$ cat config.mk
export PLATFORM = sky130hd
export DESIGN_NAME = qtree_flag_builder
export DESIGN_NICKNAME = d
export VERILOG_FILES = /design/src/rtl/qtree_pkg.sv /design/src/rtl/qt_pair_cmp.sv /design/src/rtl/qt_flag_store.sv /design/src/rtl/qt_serializer.sv /design/src/rtl/qtree_flag_builder.sv
export SDC_FILE = /design/constraint.sdc
export NUM_CORES = 1
export LEC_CHECK = 0
export ABC_AREA = 1
export BUFFER_PORTS_ARGS = -buffer_cell sky130_fd_sc_hd__buf_2
export CORE_MARGIN = 2
export CORE_UTILIZATION = 61
export CTS_CLUSTER_SIZE = 14
export DETAILED_ROUTE_END_ITERATION = 12
export PLACE_DENSITY_LB_ADDON = 0.08
export RECOVER_POWER = 100
export SYNTH_ARGS = -nofsm -noshare
export SYNTH_HDL_FRONTEND = slang
export SYNTH_SLANG_ARGS = --single-unit
$ cat constraint.sdc
create_clock -name clk -period 5.5 [get_ports clk]
set_input_delay 0.275 -clock clk [delete_from_list [all_inputs] [get_ports clk]]
set_output_delay 0.275 -clock clk [all_outputs]
set_load 0.05 [all_outputs]
$ cat src/rtl/qtree_pkg.sv
package qtree_pkg;
    // Base index of layer l in a flag vector laid out root first, breadth first
    function automatic int lyr_off(int k, int l);
        return ((1 << (2 * (k - l))) - 1) / 3;
    endfunction

    // Total number of tree nodes above the pixels
    function automatic int node_count(int k);
        return ((1 << (2 * k)) - 1) / 3;
    endfunction
endpackage

$ cat src/rtl/qt_pair_cmp.sv
module qt_pair_cmp #(
    parameter int CODE_W = 2
) (
    input  logic              clk,
    input  logic              rst_n,
    input  logic              vld_i,
    input  logic [CODE_W-1:0] code_i,
    output logic              brk_o
);
    typedef struct packed {
        logic [CODE_W-1:0] prev;
    } st_t;

    st_t st_d, st_q;
    logic rule_hit;

    generate
        if (CODE_W == 1) begin : g_osc
            // oscillating quantizer: a repeated code breaks uniformity
            assign rule_hit = ~(code_i ^ st_q.prev);
        end else begin : g_eq
            assign rule_hit = (code_i != st_q.prev);
        end
    endgenerate

    assign brk_o = vld_i & rule_hit;

    always_comb begin
        st_d = st_q;
        if (vld_i) st_d.prev = code_i;
    end

    always_ff @(posedge clk or negedge rst_n) begin
        if (!rst_n) st_q <= '0;
        else        st_q <= st_d;
    end
endmodule

$ cat src/rtl/qt_flag_store.sv
module qt_flag_store
    import qtree_pkg::*;
#(
    parameter int K  = 4,
    parameter int NF = node_count(K),
    parameter int AW = 2 * K
) (
    input  logic          clk,
    input  logic          rst_n,
    input  logic          vld_i,
    input  logic [AW-1:0] addr_i,
    input  logic          brk_i,
    input  logic          con_i,
    output logic [NF-1:0] flags_o
);
    typedef struct packed {
        logic [NF-1:0] flags;
        logic          con;
    } st_t;

    st_t st_d, st_q;

    always_comb begin
        logic [NF-1:0] cov;
        logic [NF-1:0] trm;
        st_d     = st_q;
        st_d.con = con_i;
        cov      = '0;
        trm      = '0;
        cov[0]   = st_q.flags[0];
        trm[0]   = st_q.flags[0];
        for (int i = 1; i < NF; i++) begin
            cov[i] = st_q.flags[i] | cov[(i - 1) >> 2];
            trm[i] = st_q.flags[i] & ~cov[(i - 1) >> 2];
        end
        if (con_i && !st_q.con) begin
            st_d.flags = '1;
        end else if (!con_i && st_q.con) begin
            st_d.flags = trm;
        end else if (con_i && vld_i && brk_i) begin
            for (int l = 1; l <= K; l++) begin
                if ((addr_i & AW'((1 << (2 * l)) - 1)) != '0)
                    st_d.flags[lyr_off(K, l) + int'(addr_i >> (2 * l))] = 1'b0;
            end
        end
    end

    always_ff @(posedge clk or negedge rst_n) begin
        if (!rst_n) begin
            st_q.flags <= '1;
            st_q.con   <= 1'b0;
        end else begin
            st_q <= st_d;
        end
    end

    assign flags_o = st_q.flags;

    assert_reinit_R2: assert property (@(posedge clk) disable iff (!rst_n)
        (con_i && !st_q.con) |=> (&st_q.flags));

    assert_build_only_clears_R3: assert property (@(posedge clk) disable iff (!rst_n)
        (con_i && st_q.con) |=> ((st_q.flags & ~$past(st_q.flags)) == '0));

    assert_trim_subset_R6: assert property (@(posedge clk) disable iff (!rst_n)
        (!con_i && st_q.con) |=> ((st_q.flags & ~$past(st_q.flags)) == '0));
endmodule

$ cat src/rtl/qt_serializer.sv
module qt_serializer #(
    parameter int NF = 85,
    parameter int IW = (NF > 1) ? $clog2(NF) : 1
) (
    input  logic          clk,
    input  logic          rst_n,
    input  logic          rd_i,
    input  logic [NF-1:0] flags_i,
    output logic          bit_o,
    output logic          vld_o,
    output logic          done_o
);
    typedef struct packed {
        logic          active;
        logic [IW-1:0] ptr;
        logic          done;
    } st_t;

    st_t st_d, st_q;

    always_comb begin
        st_d      = st_q;
        st_d.done = 1'b0;
        if (!st_q.active) begin
            if (rd_i) begin
                st_d.active = 1'b1;
                st_d.ptr    = '0;
            end
        end else if (st_q.ptr == IW'(NF - 1)) begin
            st_d.active = 1'b0;
            st_d.done   = 1'b1;
        end else begin
            st_d.ptr = st_q.ptr + 1'b1;
        end
    end

    always_ff @(posedge clk or negedge rst_n) begin
        if (!rst_n) st_q <= '0;
        else        st_q <= st_d;
    end

    assign bit_o  = flags_i[st_q.ptr];
    assign vld_o  = st_q.active;
    assign done_o = st_q.done;

    assert_done_ends_stream_R8: assert property (@(posedge clk) disable iff (!rst_n)
        $fell(vld_o) |-> done_o);

    assert_done_one_cycle_R8: assert property (@(posedge clk) disable iff (!rst_n)
        done_o |=> !done_o);

    assert_rd_ignored_R10: assert property (@(posedge clk) disable iff (!rst_n)
        (vld_o && rd_i && st_q.ptr != IW'(NF - 1)) |=> (vld_o && st_q.ptr == $past(st_q.ptr) + 1'b1));
endmodule

$ cat src/rtl/qtree_flag_builder.sv
module qtree_flag_builder
    import qtree_pkg::*;
#(
    parameter int K      = 4,
    parameter int CODE_W = 2
) (
    input  logic              clk,
    input  logic              rst_n,
    input  logic              scan_vld,
    input  logic [2*K-1:0]    scan_addr,
    input  logic [CODE_W-1:0] scan_code,
    input  logic              construct,
    input  logic              flag_rd,
    output logic              flag_bit,
    output logic              flag_vld,
    output logic              flag_done,
    output logic              skip
);
    localparam int NF = node_count(K);
    localparam int AW = 2 * K;

    logic          brk;
    logic [NF-1:0] flags;

    qt_pair_cmp #(.CODE_W(CODE_W)) u_cmp (
        .clk    (clk),
        .rst_n  (rst_n),
        .vld_i  (scan_vld),
        .code_i (scan_code),
        .brk_o  (brk)
    );

    qt_flag_store #(.K(K), .NF(NF), .AW(AW)) u_store (
        .clk     (clk),
        .rst_n   (rst_n),
        .vld_i   (scan_vld),
        .addr_i  (scan_addr),
        .brk_i   (brk),
        .con_i   (construct),
        .flags_o (flags)
    );

    qt_serializer #(.NF(NF)) u_ser (
        .clk     (clk),
        .rst_n   (rst_n),
        .rd_i    (flag_rd),
        .flags_i (flags),
        .bit_o   (flag_bit),
        .vld_o   (flag_vld),
        .done_o  (flag_done)
    );

    always_comb begin
        skip = 1'b0;
        for (int l = 1; l <= K; l++)
            skip = skip | flags[lyr_off(K, l) + int'(scan_addr >> (2 * l))];
    end
endmodule

After elaboration in Yosys (flattened, before gate mapping)
Cells that the tools add are included.
- logic and storage cells: 211
- output and inout port bits: 4
- register bits: 97
- bits of input ports: 15
- multiplexer cells: 36
- $add $sub $neg: 4
- equal/unequal tests: 4
- reductions and logical operators: 18
- order comparisons: 7
- bitwise logic cells: 135
- operators with widths (cell ; number):
    2-to-1 mux 85 bit ; 12
    bitwise AND 85 bit ; 3
    NOT 85 bit ; 3
    >= comparator 32 x 1 -> 1 bit, second input constant ; 3
    less-than comparator 32 x 9 -> 1 bit, second input constant ; 3
    bitwise AND 1 bit ; 85
    nonzero test 8 bit ; 4
    binary-select mux 1 bit (select 7 bit) ; 4
    OR 1 bit ; 23
    demux 1 bit (select 7 bit) ; 3
    NOT 1 bit ; 21
    2-to-1 mux 8 bit ; 2
    2-to-1 mux 1 bit ; 14
    less-than comparator 7 x 8 -> 1 bit, second input constant ; 1
    adder 5 x 6 -> 7 bit, first input constant ; 1
    adder 7 x 1 -> 7 bit, second input constant ; 1
    equality test 7 bit, second input constant ; 1
    logical AND 1 bit ; 7
    2-to-1 mux 7 bit ; 1
    adder 3 x 4 -> 5 bit, first input constant ; 1
    AND reduction 2 bit ; 2
    nonzero test 2 bit ; 2
    adder 1 x 2 -> 3 bit, first input constant ; 1
    nonzero test 3 bit ; 1
    4 further kinds ; 5

Logic depth before layout (Yosys ltp)
- word-level depth: 22
- gate-level depth with buffers: 17
- mapped depth without buffers: 13

Cells and area by module
From an unflattened synthesis, not the netlist that was laid out.
- cells, all modules: 1720
- area total of the unflattened synthesis: 10083.4 um^2
- by module, submodules not included (module ; cells each ; seq. area each (um^2) ; area an instance (um^2) ; times used):
    qt_flag_store ; 1068 ; 2258.4 ; 6886.6 ; 1
    qtree_flag_builder ; 343 ; 0.0 ; 1614.0 ; 1
    qt_serializer ; 291 ; 225.2 ; 1465.2 ; 1
    qt_pair_cmp ; 18 ; 50.0 ; 117.6 ; 1

Worst setup path after synthesis
OpenSTA, ideal clock, no wires.
- path kind: input port to output port
- start point: input scan_addr[2]
- end point: output skip
- buffers on the path: 4
- required time: 5.225 ns
- setup slack: 2.996 ns
- arrival: 2.229 ns
- stages on the path: 17
- cells stage by stage: buf_4 -> inv_1 -> buf_2 -> ha_1 -> buf_2 -> inv_2 -> clkbuf_1 -> nand2_1 -> nand2_1 -> nand2_1 -> nand2_1 -> nand2_1 -> nand2_1 -> nor2_1 -> nor2_1 -> nor2_1 -> nand2_1
- longest elaborated chain between the ends: 7
- ends and longest elaborated chain (what ; RTL line ; RTL):
    start, declared ; qtree_flag_builder.sv:10 ; input logic [2*K-1:0] scan_addr,
    adder 5 x 6 -> 7 bit ; qtree_flag_builder.sv:56 ; skip = skip | flags[lyr_off(K, l) + int'(scan_addr >> (2 * l))];
    binary-select mux 1 bit (select 7 bit) ; qtree_flag_builder.sv:56 ;
    2-to-1 mux 1 bit (not written as such) (2 in series) ; qtree_flag_builder.sv:56 ;
    OR 1 bit (3 in series) ; qtree_flag_builder.sv:56 ;
    end, declared ; qtree_flag_builder.sv:17 ; output logic skip
No other way between the ends. The select of a mux whose other input is x is not followed.

Worst setup path in the final report
Same ends and word-level chain as after synthesis.

==> impl_results.md <==
* Path class of the lowest-slack min-delay path: in -> reg
* Measured slew at the worst slew-check pin at ~2300 ps
* Overall die width at ~120 um
* Final weighted congestion in routability-driven placement at roughly 1.0
* Antenna diode instance count at 0
* Combinational cell fraction of total power at 44.0%
* Clock Power Share at between 10% and 20%
* TritonCTS clock tree: yes
* Launch point of the worst hold path: construct
* Synth Cell Area at 8110 um2
* Number of different library cells in the post-synthesis netlist at 39
* Reg-to-reg startpoint: u_store.st_q[0]
* Worst Setup Slack post-DPL at around 2300 ps
* Later-pin clock latency in the skew report at around 370 ps
* Worst endpoint data arrival time at 3800 ps
* Worst Path Max Fanout at 50
* Worst setup SP type: primary input
* Vias in the first global route at roughly 8.0k
* Initial DRC count at roughly 1.3k
* Result of the run: complete, but fails checks
* Post-layout min period at around 4100 ps
* Share of synthesized flip-flops with an asynchronous set or reset at 100%
* Number of port buffers at 18
* Master cell of the clock root buffer: sky130_fd_sc_hd__clkbuf_16
* Maxcap violations at 1
* Initial core utilization at 61.8%
* Die extent in y at around 120 um
* Most common flop cell mapped by yosys: sky130_fd_sc_hd__dfstp_2
* Hold-fix buffers at CTS at 1
* Number of rows created at floorplan at 42
* Max Clock Skew at roughly 12 ps
* Clock tree sinks at 97
* CP Launch Point: scan_addr[2]
* Post-CTS setup buffers at 0
* Switching power total at 0.00157 W
* Worst EP required at around 5200 ps
* Failing checks: max-capacitance violations, max-slew violations
* Routed vias/inst at between 5 and 6
* Final Setup Violations at 0
* Maximum clock frequency at 245 MHz
* Synthesis warning total at 0
* Share of power burned in registers at 36.1%
* Power density over the cells at 398 nW/um2
* Total Die Area at between 10000 and 15000 um2
* Post-Synthesis Mean Instance Area at about 6 um2
* CP endpoint kind: output pin
* Setup repair after global routing missed its margin: false
* Clock Tree Buf Depth at 2
* Share of synthesized area occupied by flip-flops and latches at between 30% and 40%
* Final Hold Viols at 0
* Synthesized instance count at 1323
* Number of H-tree levels at 3
* Synth Register Bits at 97
* Number of pins with negative max-slew slack in the final report at 45
* EDFF count, synth at 0
* Area of the core at 13100 um2
* Highest ir drop seen on vdd at 0.261 mV
* Residual overflow from global routing at 0
* Total GRT Usage at about two fifths
* Worst setup path category: in -> out
* Final Worst Setup Slack at 1430 ps
* Synthesis-to-finish area growth at 4.19%
* Post-CTS resize count at 0
* Worst rel slew slack at -56.1%
* Switching power share of the total at between 40 and 50%
* Number of buffers created by CTS at 9
* Net count reported at finish at 1330
* Count of fill cells added during filler insertion at roughly 1.3k
* Leakage power at ~4.4 nW
* Proportion of layout cells with a drive suffix above 1 at ~12%
* Clock slew at the register clock pins of the worst setup and hold paths at ~60 ps
* Average wire per cell in the routed design at around 19 um
* Total detailed-routing wirelength at roughly 27 mm
* Internal power of the cells at ~0.0018 W
* Final sum of negative setup slack at 0 ps
* Number of antenna violations at the first check in global routing at 0
* Synth Net Count at around 1.4k
* Number of detailed-route iterations in the first pass at 6
* Via count at 8770
* DRC violation count after routing at 0
* Final critical-path share of the clock period at around three quarters
* Number of routed nets with antenna violations at 0
* Pin count of the biggest net entering global routing at 55
* Ports placed on the boundary at 19
* Post-DP HPWL at slightly below 20 mm
* Wire length of the first global-routing pass at 43.7 mm
cells by family after synthesis:
family          count (synthesis)  synth area share (%)
compound gates                206                  13.7
flops                          97                  31.2
buf+inv                       170                  8.88
fa+ha+maj                      20                  3.08
mux                             2                 0.278
simple gates                  819                  41.3
xor+xnor                        9                  1.57
stage by stage:
step                      std cells  instance area (um2)  utilization, %  total power (W)  hold slack, ps
after global routing           1476                 8450            64.3          0.00358             112
after floorplan                1323                 8110               -          0.00219           -20.6
final                          1476                 8450            64.3          0.00336            90.9
after detailed placement       1459                 8170            62.2          0.00264             310
after global placement         1459                 8170            62.2          0.00263             302
after CTS                      1476                 8490            64.6          0.00332            72.2
state kept, by name, indices dropped and copies added, names as in the netlist:
register / count
u_store.flags_o: 85
u_ser.st_q: 7
u_cmp.st_q: 2
u_ser.done_o: 1
u_ser.vld_o: 1
u_store.st_q: 1
worst paths after layout:
kind | end | slack [ps] | cells past startpoint
setup / recovery | skip | 1430 | 14
hold / removal | u_store.st_q[0] | 90 | 1
setup reg to reg | u_store.flags_o[32] | 2010 | 11
hold reg to reg | u_store.flags_o[68] | 460 | 2
max in group asynchronous | u_ser.st_q[1] | 1980 | 3
min in group asynchronous | u_cmp.st_q[0] | 1180 | 2
layout by cell type, fill, tap and decap left out, drive strengths merged:
cell type,count
nand2,591
nand3,124
inv,107
o21ai,90
dfstp,85
nor2,82
a21oi,79
ha,20
buf,19
clkbuf,17
nor3,16
o211ai,13
dfrtp,12
a31oi,10
xor2,6
a211oi,5
o22ai,5
nand4,4
xnor2,3
o21a,2
mux2,2
nor4,2
a21boi,1
a22oi,1
bufinv,1
clkinvlp,1
clkinv,1
dlygate4sd3,1
power by group through the flow:
stage	Sequential (W)	Clock [W]	Combinational, W
final	0.00121	0.000670	0.00148
after global routing	0.00123	0.000700	0.00164
after CTS	0.00120	0.000675	0.00144
after detailed placement	0.00121	0	0.00143
after global placement	0.00121	0	0.00142
after floorplan	0.00112	0	0.00107
worst max-delay path, cell delays in order:
cell and delay (ps):
sky130_fd_sc_hd__clkbuf_1 500, sky130_fd_sc_hd__buf_4 580, sky130_fd_sc_hd__ha_1 290, sky130_fd_sc_hd__nand2_1 60, sky130_fd_sc_hd__nand2_1 160, sky130_fd_sc_hd__xor2_1 130
sky130_fd_sc_hd__nor2_1 1010, sky130_fd_sc_hd__nand2_1 130, sky130_fd_sc_hd__nand2_1 110, sky130_fd_sc_hd__nor2_1 50, sky130_fd_sc_hd__nor2_1 70, sky130_fd_sc_hd__nor2_1 60
sky130_fd_sc_hd__nand2_1 80, sky130_fd_sc_hd__buf_2 270
area by class of cell:
type                       count  area, um2  area share (%)
multi-input combinational   1056       4850            57.3
sequential                    97       2530            30.0
inverter                     104        393            4.65
clock buffer                  10        239            2.83
tap                          176        220            2.61
timing repair buffer          27        150            1.78
clock inverter                 6       71.3           0.844
routing by layer:
layer  track usage (%)  share of wire [%]
met1              57.7                 43
met2              57.1                 42
met3              8.33                 12
met4              15.5                3.5
met5                 0                  0
synth_stat cells (2+ instances only):
library cell / n / area, um2
sky130_fd_sc_hd__dfrtp_1: 12 / 300
sky130_fd_sc_hd__xor2_1: 2 / 17.5
sky130_fd_sc_hd__nor2_2: 6 / 37.5
sky130_fd_sc_hd__buf_6: 5 / 56.3
sky130_fd_sc_hd__clkbuf_1: 34 / 128
sky130_fd_sc_hd__xor2_2: 3 / 48.8
sky130_fd_sc_hd__nor2_4: 2 / 22.5
sky130_fd_sc_hd__nand2_2: 8 / 50.1
sky130_fd_sc_hd__a31oi_1: 10 / 62.6
sky130_fd_sc_hd__dfstp_2: 85 / 2230
sky130_fd_sc_hd__o21a_1: 2 / 15.0
sky130_fd_sc_hd__o22ai_1: 5 / 31.3
sky130_fd_sc_hd__xnor2_1: 2 / 17.5
sky130_fd_sc_hd__nand4_1: 4 / 25.0
sky130_fd_sc_hd__nor3_1: 12 / 60.1
sky130_fd_sc_hd__o21ai_0: 75 / 375
sky130_fd_sc_hd__nor4_1: 2 / 12.5
sky130_fd_sc_hd__buf_4: 4 / 30.0
sky130_fd_sc_hd__nor2_1: 74 / 278
sky130_fd_sc_hd__inv_2: 14 / 52.6
sky130_fd_sc_hd__nand2_1: 581 / 2180
sky130_fd_sc_hd__o21ai_1: 15 / 75.1
sky130_fd_sc_hd__o211ai_1: 13 / 97.6
sky130_fd_sc_hd__nand3_1: 124 / 621
sky130_fd_sc_hd__mux2_2: 2 / 22.5
sky130_fd_sc_hd__a211oi_1: 5 / 37.5
sky130_fd_sc_hd__a21oi_1: 78 / 390
sky130_fd_sc_hd__inv_1: 89 / 334
sky130_fd_sc_hd__ha_1: 20 / 250
sky130_fd_sc_hd__nand2_4: 2 / 22.5
sky130_fd_sc_hd__nor3_2: 4 / 40.0
sky130_fd_sc_hd__buf_2: 22 / 110
(Power assumes the default switching activity.)
